<file path="src/rtl/pio_xfer_pkg.sv">
package pio_xfer_pkg;

    typedef enum logic [2:0] {
        ST_IDLE       = 3'd0,
        ST_BUSY_LOAD  = 3'd1,
        ST_BUSY_DRAIN = 3'd2,
        ST_BUSY_DMA   = 3'd3,
        ST_BUSY_CMD   = 3'd4,
        ST_LOAD       = 3'd5,
        ST_DRAIN      = 3'd6
    } xfer_state_e;

    localparam logic [7:0] STAT_READY = 8'h40;
    localparam logic [7:0] STAT_BUSY  = 8'h80;
    localparam logic [7:0] STAT_DRQ   = 8'h08;

    localparam logic [3:0] OFS_DATA   = 4'd0;
    localparam logic [3:0] OFS_ERR    = 4'd1;
    localparam logic [3:0] OFS_COUNT  = 4'd2;
    localparam logic [3:0] OFS_SECT   = 4'd3;
    localparam logic [3:0] OFS_ADDR_L = 4'd4;
    localparam logic [3:0] OFS_ADDR_H = 4'd5;
    localparam logic [3:0] OFS_DH     = 4'd6;
    localparam logic [3:0] OFS_STAT   = 4'd7;
    localparam logic [3:0] OFS_CTRL   = 4'd8;

    localparam logic [7:0] CMD_RD_A = 8'h20;
    localparam logic [7:0] CMD_RD_B = 8'h21;
    localparam logic [7:0] CMD_WR_A = 8'h30;
    localparam logic [7:0] CMD_WR_B = 8'h31;

    localparam int LBA_W = 28;

endpackage

</file>
<file path="src/rtl/pio_sector_buf.sv">
module pio_sector_buf #(
    parameter int DEPTH = 16
) (
    input  logic                     clk_i,
    input  logic                     we_i,
    input  logic [$clog2(DEPTH)-1:0] waddr_i,
    input  logic [7:0]               wdata_i,
    input  logic [$clog2(DEPTH)-1:0] raddr_a_i,
    input  logic [$clog2(DEPTH)-1:0] raddr_b_i,
    output logic [7:0]               rdata_a_o,
    output logic [7:0]               rdata_b_o
);
    localparam int AW = $clog2(DEPTH);

    logic [7:0] mem_q [DEPTH];

    for (genvar g = 0; g < DEPTH; g++) begin : g_entry
        always_ff @(posedge clk_i) begin
            if (we_i && waddr_i == AW'(g)) begin
                mem_q[g] <= wdata_i;
            end
        end
    end

    assign rdata_a_o = mem_q[raddr_a_i];
    assign rdata_b_o = mem_q[raddr_b_i];

endmodule

</file>
<file path="src/rtl/pio_ready_timer.sv">
module pio_ready_timer #(
    parameter int W = 16
) (
    input  logic         clk_i,
    input  logic         rst_ni,
    input  logic         load_i,
    input  logic [W-1:0] value_i,
    output logic         done_o
);
    logic [W-1:0] cnt_d, cnt_q;

    always_comb begin
        cnt_d = cnt_q;
        if (load_i) begin
            cnt_d = value_i;
        end else if (cnt_q != '0) begin
            cnt_d = cnt_q - 1'b1;
        end
    end

    always_ff @(posedge clk_i or negedge rst_ni) begin
        if (!rst_ni) cnt_q <= '0;
        else         cnt_q <= cnt_d;
    end

    assign done_o = (cnt_q == '0);

    // the busy delay counts down one step per cycle when not reloaded
    assert_count_down_R8: assert property (@(posedge clk_i) disable iff (!rst_ni)
        $past(!load_i && cnt_q != '0) |-> (cnt_q == $past(cnt_q) - 1'b1));

endmodule

</file>
<file path="src/rtl/pio_sector_ctrl.sv">
module pio_sector_ctrl
    import pio_xfer_pkg::*;
#(
    parameter int SECTOR_BYTES = 16,
    parameter int DELAY_W      = 16,
    parameter int POS_W        = $clog2(SECTOR_BYTES)
) (
    input  logic               clk_i,
    input  logic               rst_ni,
    input  logic [3:0]         bus_addr_i,
    input  logic               bus_rd_i,
    input  logic               bus_wr_i,
    input  logic [7:0]         bus_wdata_i,
    output logic [7:0]         bus_rdata_o,
    input  logic [DELAY_W-1:0] ready_delay_i,
    output logic               irq_o,
    output logic               stor_req_o,
    output logic               stor_write_o,
    output logic               stor_drive_o,
    output logic [27:0]        stor_lba_o,
    input  logic               stor_ack_i,
    input  logic [POS_W-1:0]   stor_baddr_i,
    input  logic               stor_bwe_i,
    input  logic [7:0]         stor_bwdata_i,
    output logic [7:0]         stor_brdata_o
);
    localparam logic [POS_W-1:0] LAST_POS = POS_W'(SECTOR_BYTES - 1);

    typedef struct packed {
        xfer_state_e      state;
        logic [8:0]       remain;
        logic [POS_W-1:0] pos;
        logic [LBA_W-1:0] next_lba;
        logic [LBA_W-1:0] req_lba;
        logic             req;
        logic             req_wr;
        logic             drive;
        logic             err;
        logic             irq;
        logic             mask;
        logic [7:0]       cnt;
        logic [7:0]       sect;
        logic [7:0]       addr_l;
        logic [7:0]       addr_h;
        logic [7:0]       dh;
    } ctrl_t;

    ctrl_t q_q, q_d;
    logic  timer_load, timer_done;
    logic  host_we;
    logic  buf_we;
    logic [POS_W-1:0] buf_waddr;
    logic [7:0] buf_wdata, host_rbyte;
    logic  in_busy;
    logic [7:0] status_byte;

    assign in_busy = (q_q.state == ST_BUSY_LOAD) || (q_q.state == ST_BUSY_DRAIN);

    always_comb begin
        unique case (q_q.state)
            ST_IDLE:            status_byte = STAT_READY;
            ST_LOAD, ST_DRAIN:  status_byte = STAT_DRQ;
            default:            status_byte = STAT_BUSY;
        endcase
    end

    always_comb begin
        q_d        = q_q;
        timer_load = 1'b0;
        host_we    = 1'b0;

        if (bus_wr_i) begin
            unique case (bus_addr_i)
                OFS_COUNT:  q_d.cnt    = bus_wdata_i;
                OFS_SECT:   q_d.sect   = bus_wdata_i;
                OFS_ADDR_L: q_d.addr_l = bus_wdata_i;
                OFS_ADDR_H: q_d.addr_h = bus_wdata_i;
                OFS_DH:     q_d.dh     = bus_wdata_i;
                OFS_CTRL: begin
                    q_d.mask = bus_wdata_i[1];
                    if (bus_wdata_i[1]) q_d.irq = 1'b0;
                end
                OFS_STAT: begin
                    if (q_q.state == ST_IDLE &&
                        (bus_wdata_i == CMD_RD_A || bus_wdata_i == CMD_RD_B ||
                         bus_wdata_i == CMD_WR_A || bus_wdata_i == CMD_WR_B)) begin
                        q_d.remain   = (q_q.cnt == 8'd0) ? 9'd256 : {1'b0, q_q.cnt};
                        q_d.next_lba = {q_q.dh[3:0], q_q.addr_h, q_q.addr_l, q_q.sect};
                        q_d.drive    = q_q.dh[4];
                        q_d.err      = 1'b0;
                        q_d.pos      = '0;
                        if (bus_wdata_i[4]) begin
                            q_d.state = ST_LOAD;
                        end else begin
                            q_d.req      = 1'b1;
                            q_d.req_wr   = 1'b0;
                            q_d.req_lba  = {q_q.dh[3:0], q_q.addr_h, q_q.addr_l, q_q.sect};
                            q_d.next_lba = {q_q.dh[3:0], q_q.addr_h, q_q.addr_l, q_q.sect} + 1'b1;
                            q_d.state    = ST_BUSY_DRAIN;
                            timer_load   = 1'b1;
                        end
                    end
                end
                OFS_DATA: begin
                    if (q_q.state == ST_LOAD) begin
                        host_we = 1'b1;
                        if (q_q.pos == LAST_POS) begin
                            q_d.pos      = '0;
                            q_d.req      = 1'b1;
                            q_d.req_wr   = 1'b1;
                            q_d.req_lba  = q_q.next_lba;
                            q_d.next_lba = q_q.next_lba + 1'b1;
                            q_d.remain   = q_q.remain - 1'b1;
                            q_d.state    = ST_BUSY_LOAD;
                            timer_load   = 1'b1;
                        end else begin
                            q_d.pos = q_q.pos + 1'b1;
                        end
                    end else begin
                        q_d.err = 1'b1;
                    end
                end
                default: ;
            endcase
        end

        if (bus_rd_i) begin
            if (bus_addr_i == OFS_STAT) begin
                q_d.irq = 1'b0;
            end else if (bus_addr_i == OFS_DATA) begin
                if (q_q.state == ST_DRAIN) begin
                    if (q_q.pos == LAST_POS) begin
                        q_d.pos    = '0;
                        q_d.remain = q_q.remain - 1'b1;
                        q_d.state  = ST_BUSY_DRAIN;
                        timer_load = 1'b1;
                        if (q_q.remain > 9'd1) begin
                            q_d.req      = 1'b1;
                            q_d.req_wr   = 1'b0;
                            q_d.req_lba  = q_q.next_lba;
                            q_d.next_lba = q_q.next_lba + 1'b1;
                        end
                    end else begin
                        q_d.pos = q_q.pos + 1'b1;
                    end
                end else begin
                    q_d.err = 1'b1;
                end
            end
        end

        if (q_q.req && stor_ack_i) begin
            q_d.req = 1'b0;
        end

        if (in_busy && timer_done && (!q_q.req || stor_ack_i)) begin
            if (q_q.remain == 9'd0)              q_d.state = ST_IDLE;
            else if (q_q.state == ST_BUSY_LOAD)  q_d.state = ST_LOAD;
            else                                 q_d.state = ST_DRAIN;
            if (!q_q.mask) q_d.irq = 1'b1;
        end
    end

    always_ff @(posedge clk_i or negedge rst_ni) begin
        if (!rst_ni) q_q <= '{state: ST_IDLE, default: '0};
        else         q_q <= q_d;
    end

    assign buf_we    = host_we || (stor_bwe_i && q_q.req && !q_q.req_wr);
    assign buf_waddr = host_we ? q_q.pos : stor_baddr_i;
    assign buf_wdata = host_we ? bus_wdata_i : stor_bwdata_i;

    pio_sector_buf #(.DEPTH(SECTOR_BYTES)) u_buf (
        .clk_i     (clk_i),
        .we_i      (buf_we),
        .waddr_i   (buf_waddr),
        .wdata_i   (buf_wdata),
        .raddr_a_i (q_q.pos),
        .raddr_b_i (stor_baddr_i),
        .rdata_a_o (host_rbyte),
        .rdata_b_o (stor_brdata_o)
    );

    pio_ready_timer #(.W(DELAY_W)) u_timer (
        .clk_i   (clk_i),
        .rst_ni  (rst_ni),
        .load_i  (timer_load),
        .value_i (ready_delay_i),
        .done_o  (timer_done)
    );

    always_comb begin
        unique case (bus_addr_i)
            OFS_DATA:           bus_rdata_o = (q_q.state == ST_DRAIN) ? host_rbyte : 8'h00;
            OFS_ERR:            bus_rdata_o = {7'd0, q_q.err};
            OFS_COUNT:          bus_rdata_o = q_q.cnt;
            OFS_SECT:           bus_rdata_o = q_q.sect;
            OFS_ADDR_L:         bus_rdata_o = q_q.addr_l;
            OFS_ADDR_H:         bus_rdata_o = q_q.addr_h;
            OFS_DH:             bus_rdata_o = q_q.dh;
            OFS_STAT, OFS_CTRL: bus_rdata_o = status_byte;
            default:            bus_rdata_o = 8'h00;
        endcase
    end

    assign irq_o        = q_q.irq;
    assign stor_req_o   = q_q.req;
    assign stor_write_o = q_q.req_wr;
    assign stor_drive_o = q_q.drive;
    assign stor_lba_o   = q_q.req_lba;

    // storage is only asked for a sector inside a busy phase
    assert_req_in_busy_R7: assert property (@(posedge clk_i) disable iff (!rst_ni)
        stor_req_o |-> (q_q.state == ST_BUSY_LOAD || q_q.state == ST_BUSY_DRAIN));

    // a host buffer phase always has at least one sector left
    assert_host_phase_nonzero_R4: assert property (@(posedge clk_i) disable iff (!rst_ni)
        (q_q.state == ST_LOAD || q_q.state == ST_DRAIN) |-> (q_q.remain != 9'd0));

    // leaving a busy phase requires an expired delay
    assert_busy_exit_R8: assert property (@(posedge clk_i) disable iff (!rst_ni)
        ($past(in_busy) && !in_busy) |-> $past(timer_done));

    // the interrupt rises only while unmasked
    assert_irq_unmasked_R11: assert property (@(posedge clk_i) disable iff (!rst_ni)
        $rose(irq_o) |-> !$past(q_q.mask));

    // reading the alternate status keeps a pending interrupt
    assert_alt_keeps_irq_R10: assert property (@(posedge clk_i) disable iff (!rst_ni)
        $past(irq_o && bus_rd_i && !bus_wr_i && bus_addr_i == OFS_CTRL) |-> irq_o);

    // the protocol error bit falls only on a command accepted in idle
    assert_err_sticky_R12: assert property (@(posedge clk_i) disable iff (!rst_ni)
        $fell(q_q.err) |-> $past(bus_wr_i && bus_addr_i == OFS_STAT && q_q.state == ST_IDLE));

endmodule

</file>
<file path="config.mk">
export PLATFORM = sky130hd
export DESIGN_NAME = pio_sector_ctrl
export DESIGN_NICKNAME = d
export VERILOG_FILES = /design/src/rtl/pio_xfer_pkg.sv /design/src/rtl/pio_sector_buf.sv /design/src/rtl/pio_ready_timer.sv /design/src/rtl/pio_sector_ctrl.sv
export SDC_FILE = /design/constraint.sdc
export NUM_CORES = 1
export LEC_CHECK = 0
export BUFFER_PORTS_ARGS = -buffer_cell sky130_fd_sc_hd__buf_2
export CAP_MARGIN = 20
export CORE_MARGIN = 1
export CORE_UTILIZATION = 45
export DETAILED_ROUTE_END_ITERATION = 8
export PLACE_DENSITY = 0.63
export SYNTH_ARGS = -nofsm -noshare
export SYNTH_HDL_FRONTEND = slang
export SYNTH_SLANG_ARGS = --single-unit
</file>
<file path="constraint.sdc">
create_clock -name clk_i -period 2.75 [get_ports clk_i]
set_input_delay 0.275 -clock clk_i [delete_from_list [all_inputs] [get_ports clk_i]]
set_output_delay 0.275 -clock clk_i [all_outputs]
set_load 0.02 [all_outputs]
</file>
==> results.yml <==
global_routing:
  first_global_vias: 10580
  grt_max_degree: 56
  overflow: 0
  grt_usage_pct: 25.15
  grt_pass1_wl_mm: 62.94
  antenna_found_initial: 0
logic_synthesis:
  ys_seq_area_share_pct: 50.80
  syn_area_um2: 14170
  synth_xor_area_share_pct: 2.659
  synthArstFlopShare_pct: 51.15
  yosysTopAreaCellShare_pct: 27.13
  synth-seq-cells: 262
  synth_top_family_by_area: "multiplexers"
  syn_inst: 1176
  synthMuxAreaShare_pct: 18.18
  avgSynthCellArea_um2: 12.05
  synth-edff-count: 128
  synth_simple_gate_area_share_pct: 13.20
  syn-num-nets: 1229
  synth_cell_types: 75
  ys_top_cells_by_area: "edfxtp_1 27%, dfrtp_1 24%, mux4_2 13%"
  yosys.area.top_type: "edfxtp_1"
  synthAdderAreaFrac_pct: 0.6183
  ys.flop_type: "dfrtp_1"
  synth_compound_area_share_pct: 10.38
  yosysWarnings: 0
power_and_ir_drop:
  irDropWorstVdd_mv: 0.5667
  p_int_w: 0.007210
  p_comb_share_pct: 11.1
  seq_power_share_pct: 48.0
  power_frac_clock_pct: 40.8
  p_leak_nw: 6.405
  switching_share_pct: 25.95
  p_sw_w: 0.002527
  cellPowerDensity_nw_per_um2: 583.8
die:
  rows: 64
  fp.dieH_um: 179.4
  start_util_pct: 46.07
  dieArea_um2: 32190
  die_w_um: 179.4
  num_io_pins: 94
  core-area_um2: 30750
clock_network:
  numCtsBuffers: 29
  clockBufferDepth: 3
  cts_sinks: 262
  clock_latency_ps: 580
  cts.clk_slew.worst_paths_ps: 60
  cts-root-buf: "clkbuf_16"
  tritoncts: "built"
  cts_max_level: 1
worst_setup_path:
  worst_r2r_endpoint: "q_q[115]"
  path_max_fanout: 7
  worst_setup_path_end_kind: "primary output"
  r2r_start: "u_timer.cnt_q[10]"
  arrival_ps: 2790
  worstSetupPathType: "flip-flop to primary output"
  reg2reg_depth: 6
  start_kind: "flip-flop"
  crit_start: "q_q[102]"
  rrSetupSlack_ps: 120
  cp-endpoint: "bus_rdata_o[3]"
  worstPathRequired_ps: 2480
timing:
  postLayoutSetupSlackWorst_ps: -310.6
  slew_violations: 0
  holdWs_ps: 29.90
  fmax_mhz: 326.7
  setup_viol: 8
  timing.final.hold_violations: 0
  slew_headroom_pct: 42.37
  grt_setup_unrepaired: "yes"
  fin_skew_ps: 20.39
  finalCriticalPeriod_ps: 3061
  post-route-period-util_pct: 111.3
  tightest_slew_ps: 861.2
job:
  maxCapViolCount: 0
final_layout:
  drive_gt1_share_pct: 28.78
  area_growth_pct: 17.74
  layout.cells.non_filler: 1706
  multi_input_area_um2: 6456
  nets: 1342
  nFillCells: 2619
  regArea_um2: 7198
  antenna_cells: 0
  final_cell_mix: "133 x nand2_1, 133 x dfrtp_1, 128 x edfxtp_1, 85 x buf_2, 81 x mux4_2"
placement:
  hpwlAfterDp_mm: 28.17
  gpl.final_weighted_congestion: 0.9017
  placed_cells: 1627
  portBuffers: 93
detailed_routing:
  drt_iter0_markers: 828
  num_vias: 10580
  drc_errors: 0
  vias_per_cell: 6.202
  wl_per_cell_um: 23.61
  drt-total-wl_mm: 40.28
  first_pass_iters: 7
  drtAntennaViolNets: 0
run_status:
  failed_checks: "setup timing"
  outcome: "finished, violations left"
worst_hold_path:
  hp-class: "input pin to flip-flop"
[power groups by stage]
stage	Combinational, W	Clock [W]	Sequential [W]
finish	0.00108	0.00398	0.00468
global route	0.00118	0.00419	0.00470
CTS	0.00108	0.00402	0.00466
detailed placement	0.00102	0	0.00474
global placement	0.00101	0	0.00473
floorplan	0.000685	0	0.00458
[area by class of cell]
| class | count | area share [%] |
|---|---|---|
| sequential | 262 | 43.16 |
| clock inverter | 12 | 0.9302 |
| timing repair buffer | 186 | 8.972 |
| tap | 396 | 2.971 |
| multi-input combinational | 794 | 38.71 |
| inverter | 16 | 0.3601 |
| clock buffer | 40 | 4.899 |
[layer usage]
| layer | track usage (%) | part of all wire (%) | up-vias |
|---|---|---|---|
| met2 | 41.72 | 49 | 412 |
| met1 | 33.92 | 42 | 5354 |
| met3 | 3.667 | 6.0 | 93 |
| met5 | 0 | 0 | - |
| li1 | - | - | 4721 |
| met4 | 8.759 | 3.3 | 0 |
[how the worst min path moves through the flow]
stage                   start      end  slack [ps]  cells past startpoint
2_1_floorplan          rst_ni    irq_o         -20                      0
4_1_cts        bus_wdata_i[4]  q_q[28]          20                      2
5_1_grt        bus_wdata_i[4]  q_q[28]          30                      2
6_report       bus_wdata_i[4]  q_q[28]          30                      2
3_3_place_gp           rst_ni  q_q[82]         280                      1
3_5_place_dp           rst_ni  q_q[84]         280                      1
[flip-flops by register name, summed over array words and instances, names as in the netlist]
| register | count |
|---|---|
| irq_o | 1 |
| stor_write_o | 1 |
| u_buf.mem_q | 128 |
| q_q | 86 |
| u_timer.cnt_q | 16 |
| stor_lba_o | 28 |
| stor_drive_o | 1 |
| stor_req_o | 1 |
[repair_timing]
action | CTS | global route
setup buffers | 7 | 0
endpoints found under the hold margin | 70 | 0
setup endpoints to repair | 8 | 8
cloned | 2 | 0
gates resized for setup | 30 | 11
pin swaps | 6 | 5
hold buffers | 18 | 0
[stage by stage]
step	power (W)	setup TNS, ps	instance area [um^2]	setup WS, ps	utilization, %
final	0.009736	-1826	16680	-310.6	54.24
after global routing	0.01006	-2310	16680	-369.9	54.24
after global placement	0.005738	0	15260	104.2	49.62
after detailed placement	0.005763	0	15260	53.25	49.62
after floorplan	0.005263	0	14170	115.2	-
after CTS	0.009762	-1899	16640	-337.3	54.13
[logic make-up (layout without fill, tap and decap cells)]
logic type,Yosys count,in the layout
simple gates,369,369
flops,262,262
compound gates,226,226
mux,149,149
buf+inv,120,254
xor+xnor,43,43
fa+ha+maj,7,7
[worst max-delay path, cell delays in order, from the launching register on]
cell     delay (ps)
dfrtp_2         450
buf_12          160
buf_8           110
mux4_2          490
mux4_2          460
a221o_1         380
buf_6           160
[synth_stat cells, types with 4 or more instances]
master / count
a21o_1: 6
a21oi_1: 34
a22o_1: 5
a22oi_1: 39
a31oi_1: 16
and2_1: 7
and3_1: 16
and4_1: 5
buf_1: 4
buf_2: 9
buf_4: 30
clkbuf_1: 59
dfrtp_1: 134
edfxtp_1: 128
ha_1: 7
inv_1: 16
mux2_2: 55
mux2i_1: 12
mux4_2: 81
nand2_1: 140
nand2b_1: 5
nand3_1: 34
nand3b_1: 6
nand4_1: 19
nand4b_1: 4
nor2_1: 53
nor2b_1: 6
nor3_1: 19
nor3b_1: 4
nor4_1: 17
nor4b_1: 5
o211ai_1: 10
o21ai_0: 60
o21ai_1: 7
o22ai_1: 6
o31ai_1: 8
or3_1: 8
or4_1: 5
xnor2_1: 20
xor2_1: 23
No activity file was read; power rests on OpenSTA's default activity.
